### src/rtl/minmax_pkg.sv
package minmax_pkg;
    typedef enum logic [1:0] {
        ST_WARM    = 2'd0,
        ST_COLLECT = 2'd1,
        ST_EMIT    = 2'd2
    } mm_state_e;

    typedef enum logic [1:0] {
        TK_HOLD = 2'd0,
        TK_FOLD = 2'd1,
        TK_LOAD = 2'd2
    } mm_cmd_e;
endpackage

### src/rtl/mm_input_stage.sv
module mm_input_stage #(
    parameter int W = 8
) (
    input  logic                clk,
    input  logic                rst,
    input  logic signed [W-1:0] sample_in,
    input  logic                strobe_in,
    output logic signed [W-1:0] sample_q,
    output logic                strobe_q
);
    always_ff @(posedge clk) begin
        if (rst) begin
            sample_q <= '0;
            strobe_q <= 1'b0;
        end else begin
            sample_q <= sample_in;
            strobe_q <= strobe_in;
        end
    end
endmodule

### src/rtl/mm_ctrl.sv
module mm_ctrl
    import minmax_pkg::*;
(
    input  logic      clk,
    input  logic      rst,
    input  logic      strobe_q,
    output mm_state_e state_q,
    output mm_cmd_e   tk_cmd,
    output logic      publish,
    output logic      valid
);
    mm_state_e state_d;

    // State register process
    always_ff @(posedge clk) begin
        if (rst) state_q <= ST_WARM;
        else     state_q <= state_d;
    end

    // Next-state logic
    always_comb begin
        state_d = state_q;
        unique case (state_q)
            ST_WARM:    state_d = ST_COLLECT;
            ST_COLLECT: state_d = strobe_q ? ST_EMIT : ST_COLLECT;
            ST_EMIT:    state_d = strobe_q ? ST_EMIT : ST_COLLECT;
            default:    state_d = ST_WARM;
        endcase
    end

    // Output process
    always_comb begin
        tk_cmd  = TK_HOLD;
        publish = 1'b0;
        valid   = 1'b0;
        unique case (state_q)
            ST_WARM: begin
                tk_cmd  = TK_HOLD;
                publish = 1'b0;
            end
            ST_COLLECT: begin
                tk_cmd  = strobe_q ? TK_LOAD : TK_FOLD;
                publish = strobe_q;
            end
            ST_EMIT: begin
                tk_cmd  = strobe_q ? TK_LOAD : TK_FOLD;
                publish = strobe_q;
                valid   = 1'b1;
            end
            default: begin
                tk_cmd  = TK_HOLD;
                publish = 1'b0;
            end
        endcase
    end
endmodule

### src/rtl/mm_tracker.sv
module mm_tracker
    import minmax_pkg::*;
#(
    parameter int W      = 8,
    parameter bit IS_MAX = 1'b1
) (
    input  logic                clk,
    input  logic                rst,
    input  mm_cmd_e             cmd,
    input  logic signed [W-1:0] sample,
    output logic signed [W-1:0] cur
);
    localparam logic signed [W-1:0] MOST_NEG = {1'b1, {(W-1){1'b0}}};
    localparam logic signed [W-1:0] MOST_POS = {1'b0, {(W-1){1'b1}}};
    localparam logic signed [W-1:0] SENTINEL = IS_MAX ? MOST_NEG : MOST_POS;

    logic better;

    generate
        if (IS_MAX) begin : g_max
            assign better = (sample > cur);
        end else begin : g_min
            assign better = (sample < cur);
        end
    endgenerate

    always_ff @(posedge clk) begin
        if (rst) begin
            cur <= SENTINEL;
        end else begin
            unique case (cmd)
                TK_LOAD: cur <= sample;
                TK_FOLD: cur <= better ? sample : cur;
                default: cur <= cur;
            endcase
        end
    end
endmodule

### src/rtl/mm_result.sv
module mm_result #(
    parameter int W = 8
) (
    input  logic                clk,
    input  logic                rst,
    input  logic                publish,
    input  logic signed [W-1:0] max_trk,
    input  logic signed [W-1:0] min_trk,
    output logic signed [W-1:0] max_res,
    output logic signed [W-1:0] min_res
);
    always_ff @(posedge clk) begin
        if (rst) begin
            max_res <= '0;
            min_res <= '0;
        end else if (publish) begin
            max_res <= max_trk;
            min_res <= min_trk;
        end
    end
endmodule

### src/rtl/minmax_symbol_tracker.sv
module minmax_symbol_tracker
    import minmax_pkg::*;
#(
    parameter int W = 8
) (
    input  logic                clk,
    input  logic                rst,
    input  logic signed [W-1:0] sample_in,
    input  logic                sym_strobe,
    output logic signed [W-1:0] max_out,
    output logic signed [W-1:0] min_out,
    output logic                result_valid
);
    logic signed [W-1:0] sample_q;
    logic                strobe_q;
    logic signed [W-1:0] max_trk;
    logic signed [W-1:0] min_trk;
    mm_state_e           state_q;
    mm_cmd_e             tk_cmd;
    logic                publish;

    mm_input_stage #(.W(W)) u_in (
        .clk(clk), .rst(rst),
        .sample_in(sample_in), .strobe_in(sym_strobe),
        .sample_q(sample_q), .strobe_q(strobe_q)
    );

    mm_ctrl u_ctrl (
        .clk(clk), .rst(rst), .strobe_q(strobe_q),
        .state_q(state_q), .tk_cmd(tk_cmd),
        .publish(publish), .valid(result_valid)
    );

    mm_tracker #(.W(W), .IS_MAX(1'b1)) u_max (
        .clk(clk), .rst(rst), .cmd(tk_cmd), .sample(sample_q), .cur(max_trk)
    );

    mm_tracker #(.W(W), .IS_MAX(1'b0)) u_min (
        .clk(clk), .rst(rst), .cmd(tk_cmd), .sample(sample_q), .cur(min_trk)
    );

    mm_result #(.W(W)) u_res (
        .clk(clk), .rst(rst), .publish(publish),
        .max_trk(max_trk), .min_trk(min_trk),
        .max_res(max_out), .min_res(min_out)
    );
endmodule

### config.mk
export PLATFORM = sky130hd
export DESIGN_NAME = minmax_symbol_tracker
export DESIGN_NICKNAME = d
export VERILOG_FILES = /design/src/rtl/minmax_pkg.sv /design/src/rtl/mm_input_stage.sv /design/src/rtl/mm_ctrl.sv /design/src/rtl/mm_tracker.sv /design/src/rtl/mm_result.sv /design/src/rtl/minmax_symbol_tracker.sv
export SDC_FILE = /design/constraint.sdc
export NUM_CORES = 1
export LEC_CHECK = 0
export BUFFER_PORTS_ARGS = -buffer_cell sky130_fd_sc_hd__clkbuf_2
export CORE_ASPECT_RATIO = 0.6
export CORE_MARGIN = 5
export CORE_UTILIZATION = 28
export DETAILED_ROUTE_END_ITERATION = 16
export GPL_TIMING_DRIVEN = 0
export PLACE_DENSITY_LB_ADDON = 0.12
export SETUP_SLACK_MARGIN = 0.5
export SLEW_MARGIN = 5
export SYNTH_ARGS = -nofsm -noshare
export SYNTH_HDL_FRONTEND = slang
export SYNTH_SLANG_ARGS = --single-unit
### constraint.sdc
create_clock -name clk -period 2.32 [get_ports clk]
set_clock_uncertainty 0.2 [all_clocks]
set_input_delay 0.348 -clock clk [delete_from_list [all_inputs] [get_ports clk]]
set_output_delay 0.348 -clock clk [all_outputs]
set_load 0.02 [all_outputs]
==> metrics <==
fillers 697; Tmin final 2060 ps; die height between 70 and 80 um; reg2reg path depth 6; Overflow after GRT 0; TritonCTS clock tree yes; Mean Syn Cell Area approximately 9 um2; Starting Density slightly below 30%; Async SR Flop Fraction 0%; Die Wd 119 um; syn nets 254; crit path kind reg -> reg; Site Rows 23; MaxCap Viol Count 0; antenna-violating nets left 0; Mapped Area 1990 um2; crit path max fanout 8; CP required approximately 2300 ps; dpl ws -22.3 ps; most frequent cells in the layout 33 x nand2_1, 27 x clkbuf_2, 26 x dfxtp_1; share of the yosys chip area belonging to registers roughly 43%; Routed WL per cell 13.5 um; CTS Root Buffer Type clkbuf_16; worst hold stages 2; Syn-to-layout area delta 35.6%; ant diodes 0; Post-Layout Cell Count 358; RSZ-0062 raised after global routing true; Layout Nets 300; post-route cell area around 2700 um2; area taken by flip-flops and latches roughly 900 um2; Worst setup SP type register; Reg2Reg Setup Slack 260 ps; Ys Warns 0; total number of vias between 1,500 and 2,000; r2r endpoint u_min.cur[4]$_SDFFE_PP1P_; Synth cell types 30; H-tree Lvls 2; Final WS setup 265 ps; CP bufs+invs 1; CP max stage delay between 300 and 400 ps; Final period util 88.6%; Worst-Margin Slew 629 ps; IO buf count 26; Leakage Power between 1 and 1.5 nW; top-level I/O count 28; CP max-delay cell dfxtp_2; first-pass GRT wire length ~8.0 mm; GP Congestion between 0.7 and 0.8; largest net degree at the start of global routing 13; final-report setup violation count 0; placed cell count 338; Critical Path AT just over 2000 ps; pwr dens 771 nW/um2; #FFs+latches synth 43; CTS max path bufs 2; reg2reg start u_in.sample_q[3]$_SDFF_PP0_; Max Fclk 487 MHz; Worst VDD drop 0.326 mV; commonest non-fill, non-tap cell in the layout nand2_1; global-route total usage across every layer 11.7%; Slew Limit Headroom 58.1%; CP Capture Type register; Final Hold Viols 0; CTS Sinks 43; Hold Startpoint sample_in[3]; Total Routed Length slightly below 5 mm; share of cells above drive strength 1 33.9%; clock slew at reported path FFs 60 ps; post-synthesis cell count 225; Setup TNS 0 ps; EDFF count, synth 0; status finished clean; initial antenna violation count 0; total power 2.08 mW; Pins Over Slew Limit 0; CTS buffer count 5; Multi-input gate area around 1200 um2; CP top delay family compound AO/OA/AOI/OAI gates; Core ar. about 6800 um2; First DRT Iteration DRCs 24; drt drc 0; placed inst area 2320 um2; worst hold endpoint u_in.sample_q[3]$_SDFF_PP0_; crit path cell chain ha_1 > or3_1 > o221a_1 > o311a_1 > buf_6 > mux2i_1; vias per std cell 4.44; Worst-Skew Late Latency 280 ps; Hold WC Path Type in -> reg; ys flop type dfxtp_1; HPWL Detailed 3.63 mm; drt pass-1 iters 4; vias in the first global route 1,546; Die ar. between 8000 and 9000 um2
==> synthesized netlist by cell type, types with 2 or more instances <==
master | count | area (um2)
dfxtp_1 | 43 | 861
nand2_1 | 34 | 128
nor2_1 | 20 | 75.1
inv_1 | 19 | 71.3
a21oi_1 | 18 | 90.1
ha_1 | 18 | 225
mux2i_1 | 16 | 160
nand2b_1 | 16 | 100
nor2b_1 | 11 | 68.8
clkbuf_1 | 9 | 33.8
a21o_1 | 2 | 15.0
==> cell families (layout without fill, tap and decap cells) <==
family	after synthesis	count (layout)	synth area share, %
AOI/OAI and AO/OA	29	29	9.86
DFF	43	43	43.2
adders and majority gates	18	18	11.3
and+or+nand+nor	90	90	21.9
muxes	16	16	8.04
buffers and inverters	29	75	5.65
==> power breakdown <==
part / switching, mW / total (mW) / internal [mW]
clock: 0.275 / 0.777 / 0.502
combinational: 0.225 / 0.452 / 0.227
sequential: 0.0488 / 0.854 / 0.805
==> flip-flops by register name, summed over array words and instances (netlist names) <==
name / count
u_in.sample_q: 8
u_min.cur: 8
u_in.strobe_q: 1
u_ctrl.state_q: 2
u_res.max_res: 8
u_res.min_res: 8
u_max.cur: 8
==> final cells by class <==
class / count / area share, %
buffer: 10 / 2.18
tap: 87 / 4.03
inverter: 19 / 2.64
multi-input combinational: 153 / 43.8
clock buffer: 6 / 4.77
sequential: 43 / 32.8
clock inverter: 1 / 1.11
timing repair buffer: 39 / 8.71
==> timing repair <==
action / in CTS / in global routing
hold buffers: 0 / 0
pin swaps: 4 / 6
resized for setup: 26 / 15
setup buffers: 13 / 0
setup endpoints to repair: 26 / 23
==> worst max path at each step <==
stage                                      start                         to  slack [ps]  depth (start not counted)
floorplan              u_max.cur[7]$_SDFFE_PP1P_  u_max.cur[5]$_SDFFE_PP0P_         370                          7
global placement    u_ctrl.state_q[1]$_SDFF_PP0_  u_max.cur[2]$_SDFFE_PP0P_           3                          7
detailed placement  u_ctrl.state_q[1]$_SDFF_PP0_  u_max.cur[5]$_SDFFE_PP0P_         -20                          7
CTS                    u_min.cur[1]$_SDFFE_PP1P_  u_min.cur[5]$_SDFFE_PP1P_         280                          7
global route           u_min.cur[1]$_SDFFE_PP1P_  u_min.cur[4]$_SDFFE_PP1P_         210                          7
finish               u_in.sample_q[3]$_SDFF_PP0_  u_min.cur[4]$_SDFFE_PP1P_         260                          6
==> layer usage <==
layer	global-route usage, %	share of wire (%)	vias to the layer above
met4	2.70	0.70	0
met1	17.3	55	748
met3	3.71	4.3	4
met2	16.7	40	19
met5	0	0	-
li1	-	-	819
==> worst register-to-register path, cell delays in order, from the launching register on <==
cell and delay, ps:
dfxtp_2 350, ha_1 220, or3_1 300, o221a_1 270, o311a_1 320, buf_6 160, mux2i_1 120
==> per-stage QoR <==
stage | hold slack, ps | util (%)
final | 68.5 | 39.8
after global routing | 74.1 | 39.8
after CTS | 68.0 | 39.0
after detailed placement | 247 | 34.1
after global placement | 247 | 34.1
after floorplan | 242 | -
Note: power is estimated with default switching activity, not from simulation.
